File: config.mk
export PLATFORM = sky130hd
export DESIGN_NAME = sec_state_reg
export DESIGN_NICKNAME = d
export VERILOG_FILES = /design/src/rtl/sec_pkg.sv /design/src/rtl/sec_fetch_seq.sv /design/src/rtl/sec_byte_reg.sv /design/src/rtl/sec_status_out.sv /design/src/rtl/sec_state_reg.sv
export SDC_FILE = /design/constraint.sdc
export NUM_CORES = 1
export LEC_CHECK = 0
export BUFFER_PORTS_ARGS = -buffer_cell sky130_fd_sc_hd__buf_4
export CAP_MARGIN = 20
export CORE_MARGIN = 8
export CORE_UTILIZATION = 40
export DETAILED_ROUTE_END_ITERATION = 6
export PLACE_DENSITY = 0.81
export SLEW_MARGIN = 20
export SYNTH_ARGS = -nofsm -noshare
export SYNTH_HDL_FRONTEND = slang
export SYNTH_SLANG_ARGS = --single-unit
File: constraint.sdc
create_clock -name clk -period 1.7 [get_ports clk]
set_input_delay 0 -clock clk [delete_from_list [all_inputs] [get_ports clk]]
set_output_delay 0 -clock clk [all_outputs]
set_load 0.01 [all_outputs]
File: src/rtl/sec_pkg.sv
package sec_pkg;
  localparam int BYTE_W = 8;
  localparam logic [1:0] OPEN_CODE = 2'b10;
  localparam logic [BYTE_W-1:0] ALL_ONES = {BYTE_W{1'b1}};

  typedef enum logic [1:0] {
    FS_ISSUE = 2'd0,
    FS_WAIT  = 2'd1,
    FS_DONE  = 2'd2
  } fetch_st_t;

  function automatic logic code_open(input logic [1:0] code);
    return code == OPEN_CODE;
  endfunction
endpackage

File: src/rtl/sec_fetch_seq.sv
module sec_fetch_seq #(
  parameter int ADDR_W = 23,
  parameter logic [ADDR_W-1:0] SEC_ADDR = 23'h7FFF0F
) (
  input  logic              clk,
  input  logic              rst,
  output logic              mem_req,
  output logic [ADDR_W-1:0] mem_addr,
  input  logic              mem_rvalid,
  output logic              capture
);
  import sec_pkg::*;

  fetch_st_t st_q;
  logic      req_q;

  always_ff @(posedge clk) begin
    if (rst) begin
      st_q  <= FS_ISSUE;
      req_q <= 1'b0;
    end else begin
      req_q <= 1'b0;
      case (st_q)
        FS_ISSUE: begin
          req_q <= 1'b1;
          st_q  <= FS_WAIT;
        end
        FS_WAIT: if (mem_rvalid) st_q <= FS_DONE;
        default: st_q <= FS_DONE;
      endcase
    end
  end

  assign capture  = (st_q == FS_WAIT) && mem_rvalid;
  assign mem_req  = req_q;
  assign mem_addr = SEC_ADDR;


  single_req_chk: assert property (@(posedge clk) disable iff (rst)
    mem_req |=> !mem_req);
endmodule

File: src/rtl/sec_byte_reg.sv
module sec_byte_reg (
  input  logic                      clk,
  input  logic                      rst,
  input  logic                      capture,
  input  logic [sec_pkg::BYTE_W-1:0] mem_rdata,
  input  logic                      mem_dberr,
  input  logic                      unlock,
  output logic [sec_pkg::BYTE_W-1:0] byte_q,
  output logic                      done_q,
  output logic [sec_pkg::BYTE_W-1:0] byte_d,
  output logic                      done_d
);
  import sec_pkg::*;

  logic take_unlock;

  assign take_unlock = done_q && unlock && code_open(byte_q[7:6]);

  always_comb begin
    byte_d = byte_q;
    done_d = done_q;
    if (capture) begin
      byte_d = mem_dberr ? ALL_ONES : mem_rdata;
      done_d = 1'b1;
    end else if (take_unlock) begin
      byte_d[1:0] = OPEN_CODE;
    end
  end

  always_ff @(posedge clk) begin
    if (rst) begin
      byte_q <= ALL_ONES;
      done_q <= 1'b0;
    end else begin
      byte_q <= byte_d;
      done_q <= done_d;
    end
  end


  dberr_override_chk: assert property (@(posedge clk) disable iff (rst)
    (capture && mem_dberr) |=> (byte_q == ALL_ONES));

  unlock_force_chk: assert property (@(posedge clk) disable iff (rst)
    (done_q && unlock && byte_q[7:6] == 2'b10) |=>
      (byte_q[1:0] == 2'b10 && byte_q[7:2] == $past(byte_q[7:2])));

  unlock_ignored_chk: assert property (@(posedge clk) disable iff (rst)
    (done_q && unlock && byte_q[7:6] != 2'b10) |=> $stable(byte_q));

  done_sticky_chk: assert property (@(posedge clk) disable iff (rst)
    done_q |=> done_q);
endmodule

File: src/rtl/sec_status_out.sv
module sec_status_out (
  input  logic                      clk,
  input  logic                      rst,
  input  logic [sec_pkg::BYTE_W-1:0] byte_q,
  input  logic                      done_q,
  input  logic [sec_pkg::BYTE_W-1:0] byte_d,
  input  logic                      done_d,
  input  logic                      bus_rd,
  input  logic                      bus_wr,
  input  logic [sec_pkg::BYTE_W-1:0] bus_wdata,
  output logic [sec_pkg::BYTE_W-1:0] bus_rdata,
  output logic                      load_done,
  output logic                      secured,
  output logic                      bkd_enabled
);
  import sec_pkg::*;

  logic unused_wr_ok;
  assign unused_wr_ok = ^{bus_wr, bus_wdata};

  always_ff @(posedge clk) begin
    if (rst) begin
      bus_rdata   <= ALL_ONES;
      load_done   <= 1'b0;
      secured     <= 1'b1;
      bkd_enabled <= 1'b0;
    end else begin
      load_done   <= done_d;
      secured     <= !(done_d && code_open(byte_d[1:0]));
      bkd_enabled <= done_d && code_open(byte_d[7:6]);
      if (bus_rd) bus_rdata <= done_q ? byte_q : ALL_ONES;
    end
  end


  pre_load_status_chk: assert property (@(posedge clk) disable iff (rst)
    !load_done |-> (secured && !bkd_enabled));

  pre_load_read_chk: assert property (@(posedge clk) disable iff (rst)
    (bus_rd && !load_done) |=> (bus_rdata == ALL_ONES));
endmodule

File: src/rtl/sec_state_reg.sv
module sec_state_reg #(
  parameter int ADDR_W = 23,
  parameter logic [ADDR_W-1:0] SEC_ADDR = 23'h7FFF0F
) (
  input  logic              clk,
  input  logic              rst,
  output logic              mem_req,
  output logic [ADDR_W-1:0] mem_addr,
  input  logic              mem_rvalid,
  input  logic [7:0]        mem_rdata,
  input  logic              mem_dberr,
  input  logic              unlock,
  input  logic              bus_rd,
  input  logic              bus_wr,
  input  logic [7:0]        bus_wdata,
  output logic [7:0]        bus_rdata,
  output logic              load_done,
  output logic              secured,
  output logic              bkd_enabled
);
  import sec_pkg::*;

  logic              capture;
  logic [BYTE_W-1:0] byte_q, byte_d;
  logic              done_q, done_d;

  sec_fetch_seq #(.ADDR_W(ADDR_W), .SEC_ADDR(SEC_ADDR)) u_seq (
    .clk(clk), .rst(rst), .mem_req(mem_req), .mem_addr(mem_addr),
    .mem_rvalid(mem_rvalid), .capture(capture)
  );

  sec_byte_reg u_reg (
    .clk(clk), .rst(rst), .capture(capture), .mem_rdata(mem_rdata),
    .mem_dberr(mem_dberr), .unlock(unlock), .byte_q(byte_q),
    .done_q(done_q), .byte_d(byte_d), .done_d(done_d)
  );

  sec_status_out u_out (
    .clk(clk), .rst(rst), .byte_q(byte_q), .done_q(done_q),
    .byte_d(byte_d), .done_d(done_d), .bus_rd(bus_rd), .bus_wr(bus_wr),
    .bus_wdata(bus_wdata), .bus_rdata(bus_rdata), .load_done(load_done),
    .secured(secured), .bkd_enabled(bkd_enabled)
  );


  load_rise_chk: assert property (@(posedge clk) disable iff (rst)
    capture |=> load_done);
endmodule

Word-level counts from Yosys, hierarchy flattened
Index checks and enable logic that the tools add are counted.

Register bits after elaboration: 22. Input port bits: 23. Output and inout bits: 35. Word-level logic and storage cells: 29.

Eq/ne operators: 5. Mux-type cells: 9. Reduce and logical (&&, ||, !) cells: 7.

Operator list (count): 8-bit 2-to-1 mux (2); 2-bit equality test (second input constant) (3); 2-bit 2-to-1 mux (3); 6-bit 2-to-1 mux (1); 1-bit logical AND (5); 2-bit one-hot mux with 2 select lines (1); 2-bit by 1-bit equality test with 1-bit output (second input constant) (1); 2-bit zero test (1); 1-bit 2-to-1 mux (2); 2-bit != test (second input constant) (1); 1-bit zero test (1).

Depth between registers and ports, before layout
Depth after elaboration: 7. Mapped depth: 4. Mapped depth without buffers: 3.

Cells and area by module
A second synthesis with hierarchy kept.

Cell total of the unflattened synthesis: 124. Area, all modules: 1086.0 um2.

Modules (own cells, without submodules): sec_status_out (times used 1, cells each 43, area each 406.6 um2, sequential area each 220.2 um2); sec_byte_reg (times used 1, cells each 47, area each 405.4 um2, sequential area each 180.2 um2); sec_fetch_seq (times used 1, cells each 34, area each 274.0 um2, sequential area each 60.1 um2).

Worst setup path before layout
Ideal clock, no wire load.

Path type: reg-to-reg. Start point: register u_seq.st_q[1]. End point: register u_reg.byte_q[6] (netlist name). Library setup time: 0.127 ns. Data arrival time: 1.107 ns. Slack: 0.467 ns. Stages on the path, launching flop included: 4. Buffers on the path: 0. Cells stage by stage: dfxtp_1 -> nand3b_2 -> and2_4 -> or3_1.

Word-level cells in the longest chain between the ends: 3.

Ends and longest elaborated chain: start, declared (RTL line sec_fetch_seq.sv:14) `fetch_st_t st_q;`; start signal, assigned (RTL line sec_fetch_seq.sv:19) `st_q <= FS_ISSUE;`; start signal, assigned (RTL line sec_fetch_seq.sv:26) `st_q <= FS_WAIT;`; start signal, assigned (RTL line sec_fetch_seq.sv:28) `FS_WAIT: if (mem_rvalid) st_q <= FS_DONE;`; 2-bit by 1-bit equality test with 1-bit output (RTL line sec_fetch_seq.sv:34) `assign capture = (st_q == FS_WAIT) && mem_rvalid;`; 1-bit logical AND (RTL line sec_fetch_seq.sv:34); 6-bit 2-to-1 mux (RTL line sec_byte_reg.sv:22) `if (capture) begin`; end signal, assigned (RTL line sec_byte_reg.sv:35) `byte_q <= byte_d;`; end, declared (RTL line sec_byte_reg.sv:8) `output logic [sec_pkg::BYTE_W-1:0] byte_q,`.

No other way between the ends. A chain may end at the register's enable or synchronous reset.

Worst setup path after layout
Ends and elaborated chain as after synthesis.

==> out/metrics.yaml <==
status:
  status: "finished, final reports clean"
global_route:
  grt_pass1_wl_mm: 3.51
  grt_overflow: 0
  first_global_vias: 810
  grt_usage_pct: 10.0
  grt_max_degree: 21
  antenna_found_initial: 0
place:
  port_buffers: 25
  hpwl_mm: 1.65
  gp_congestion: 0.822
setup_path:
  ff2ff_path_depth: 3
  critPathMaxFanout: 9
  crit_arrival_ns: 1.56
  endpoint_kind: "flop"
  timing.rr.start: "u_seq.st_q[1]$_SDFFE_PP0P_"
  r2r-end: "u_reg.byte_q[6]$_SDFF_PP1_"
  path_class: "reg2reg"
  rrSetupSlack_ns: 0.33
  worstPathRequired_ns: 1.90
  critPathLaunchType: "flop"
synth:
  syn_avg_cell_area_um2: 9.05
  yosysSeqAreaShare_pct: 42.7
  syn_inst: 114
  synth_top_area_share_pct: 42.7
  synth_flop_cell: "dfxtp_1"
  ys_warn_count: 0
  synth_most_common_cell: "buf_4"
  synth_area_leader_cell: "dfxtp_1"
  synth-edff-count: 0
  synth_seq_cells: 22
  ys_types: 27
  ys_async_sr_fraction_pct: 0
  syn_area_mm2: 0.00103
  synth_area_leaders: "dfxtp_1, buf_4, nand2b_1, nand3b_1, o21bai_1"
  synth_commonest_cells: "buf_4, dfxtp_1, nand2b_1"
layout:
  seqCellArea_um2: 440
  multi_input_area_um2: 460
  layout-drive-gt1-share_pct: 23.8
  antenna_cells: 0
  nets: 167
  nFillCells: 237
  synthToLayoutAreaGrowth_pct: 21.5
clock_tree:
  clock_path_buffers: 2
  clockRootBuffer: "clkbuf_4"
  clk_latency_ns: 0.30
  clock_sinks: 22
  cts_buffers: 3
  htreeDepth: 1
  cts_tree: "done"
  clk_pin_slew_ns: 0.12
  post_cts_buffers: 0
sta:
  finalCritPeriodShare_pct: 80.3
  rsz0062_at_grt: "no"
  fin_worst_skew_ns: 0.00227
  slew_viol_final: 0
  finalCriticalPeriod_ns: 1.37
  max_clock_freq_mhz: 733
  hold_violations: 0
  fin_tns_setup_ns: 0
  setup_viol: 0
route:
  num_vias: 781
  vias_per_cell: 4.51
  postRouteAntennaNets: 0
  routed_wl_mm: 2.14
  drt_pre_antenna_iters: 4
  drc: 0
  wire_per_inst_um: 12.4
  drt_iter0_drc: 35
hold_path:
  holdPathStages: 3
  hold_path_startpoint: "mem_dberr"
  whs_endpoint: "u_reg.byte_q[3]$_SDFFE_PP1N_"
  min_path_type: "in2reg"
floorplanning:
  die_h_um: 66.8
  dieArea_mm2: 0.00446
  start_util_pct: 42.0
  design.core.area_mm2: 0.00245
  row_count: 18
  die_x_um: 66.8
  ioPinCount: 58
pwr:
  fin_total_pwr_mw: 0.965
  power_density_mw_per_mm2: 770
  ir_worst_vdd_mv: 0.362
  p_leak_nw: 0.554
run:
  drv_cap: 0
## worst max path at each step
stage          slack, ns                         end                       start  cells after the start
2_1_floorplan       0.47  u_reg.byte_q[6]$_SDFF_PP1_  u_seq.st_q[1]$_SDFFE_PP0P_                      3
3_3_place_gp        0.39  u_reg.byte_q[6]$_SDFF_PP1_  u_seq.st_q[1]$_SDFFE_PP0P_                      3
3_5_place_dp        0.34  u_reg.byte_q[6]$_SDFF_PP1_  u_seq.st_q[1]$_SDFFE_PP0P_                      3
4_1_cts             0.33  u_reg.byte_q[6]$_SDFF_PP1_  u_seq.st_q[1]$_SDFFE_PP0P_                      3
5_1_grt             0.28  u_reg.byte_q[6]$_SDFF_PP1_  u_seq.st_q[1]$_SDFFE_PP0P_                      3
6_report            0.33  u_reg.byte_q[6]$_SDFF_PP1_  u_seq.st_q[1]$_SDFFE_PP0P_                      3
## timing repair
item	in CTS	in global routing
hold endpoints to repair	8	0
hold buffers	8	0
gates resized for setup	0	0
## stage by stage
| step | util [%] | instances | instance area [um2] | worst slack [ns] | hold slack (ns) |
|---|---|---|---|---|---|
| finish | 51.1 | 173 | 1250 | 0.335 | 0.0135 |
| global placement | 46.3 | 161 | 1140 | 0.395 | 0.226 |
| detailed placement | 46.3 | 161 | 1140 | 0.344 | 0.241 |
| floorplan | - | 135 | 1110 | 0.467 | 0.104 |
| global route | 51.1 | 173 | 1250 | 0.280 | 0.0226 |
| CTS | 51.1 | 173 | 1250 | 0.330 | 0.00830 |
## layer usage
metal | vias to the layer above | track usage, % | wire [um]
met3 | 2 | 3.52 | 236
met5 | - | 0 | 0
li1 | 391 | - | -
met2 | 33 | 16.4 | 1020
met4 | 0 | 5.33 | 23
met1 | 355 | 11.1 | 865
## registers in the layout (all words and copies together) (netlist names)
signal             flops
u_out.bus_rdata        8
u_out.bkd_enabled      1
u_out.secured          1
u_reg.byte_q           8
u_reg.done_q           1
u_seq.st_q             2
u_seq.mem_req          1
## logic make-up (layout without fill, tap and decap cells)
kind of cell | Yosys count | in the layout | synth area share (%)
AO/OA/AOI/OAI | 19 | 19 | 11.5
buffers and inverters | 32 | 40 | 20.4
flip-flops | 22 | 22 | 42.7
multiplexers | 1 | 1 | 0.970
other | 2 | 23 | 0.728
AND/OR/NAND/NOR | 38 | 38 | 23.8
## layout by cell type (no fill, tap or decap)
cell type and count:
and4bb_2 1, mux2i_1 1, o211ai_1 1, a211oi_1 1, and3b_1 1, o21bai_1 5
or2_1 1, or3_1 1, nand4b_1 1, and2_4 1, clkbuf_8 1, dlygate4sd3_1 8
nor4b_2 1, conb_1 23, nand2_1 1, buf_4 25, nor2_1 7, a32oi_1 1
dfxtp_1 22, nor3_1 6, nand2b_1 9, clkbuf_4 3, a21oi_1 3, inv_1 3
or2_2 1, nand3b_2 1, o21ai_0 6, o22ai_1 2, nand3b_1 6
## area by class of cell
class	instances	area share (%)
multi-input cells	81	36.7
flip-flops and latches	22	35.1
repair buffers	33	21.4
well taps	30	2.99
clock buffers	4	2.89
inverters	3	0.898
## power breakdown
part / total, mW / leakage (nW) / switching (mW) / internal, mW
Combinational: 0.138 / 0.354 / 0.0714 / 0.0663
Sequential: 0.546 / 0.179 / 0.0144 / 0.532
Clock: 0.281 / 0.0210 / 0.151 / 0.131
## critical path, stage by stage (launching register included)
cell	delay [ns]
dfxtp_1	0.36
nand3b_2	0.33
and2_4	0.23
or3_1	0.33
(Power assumes the default switching activity.)
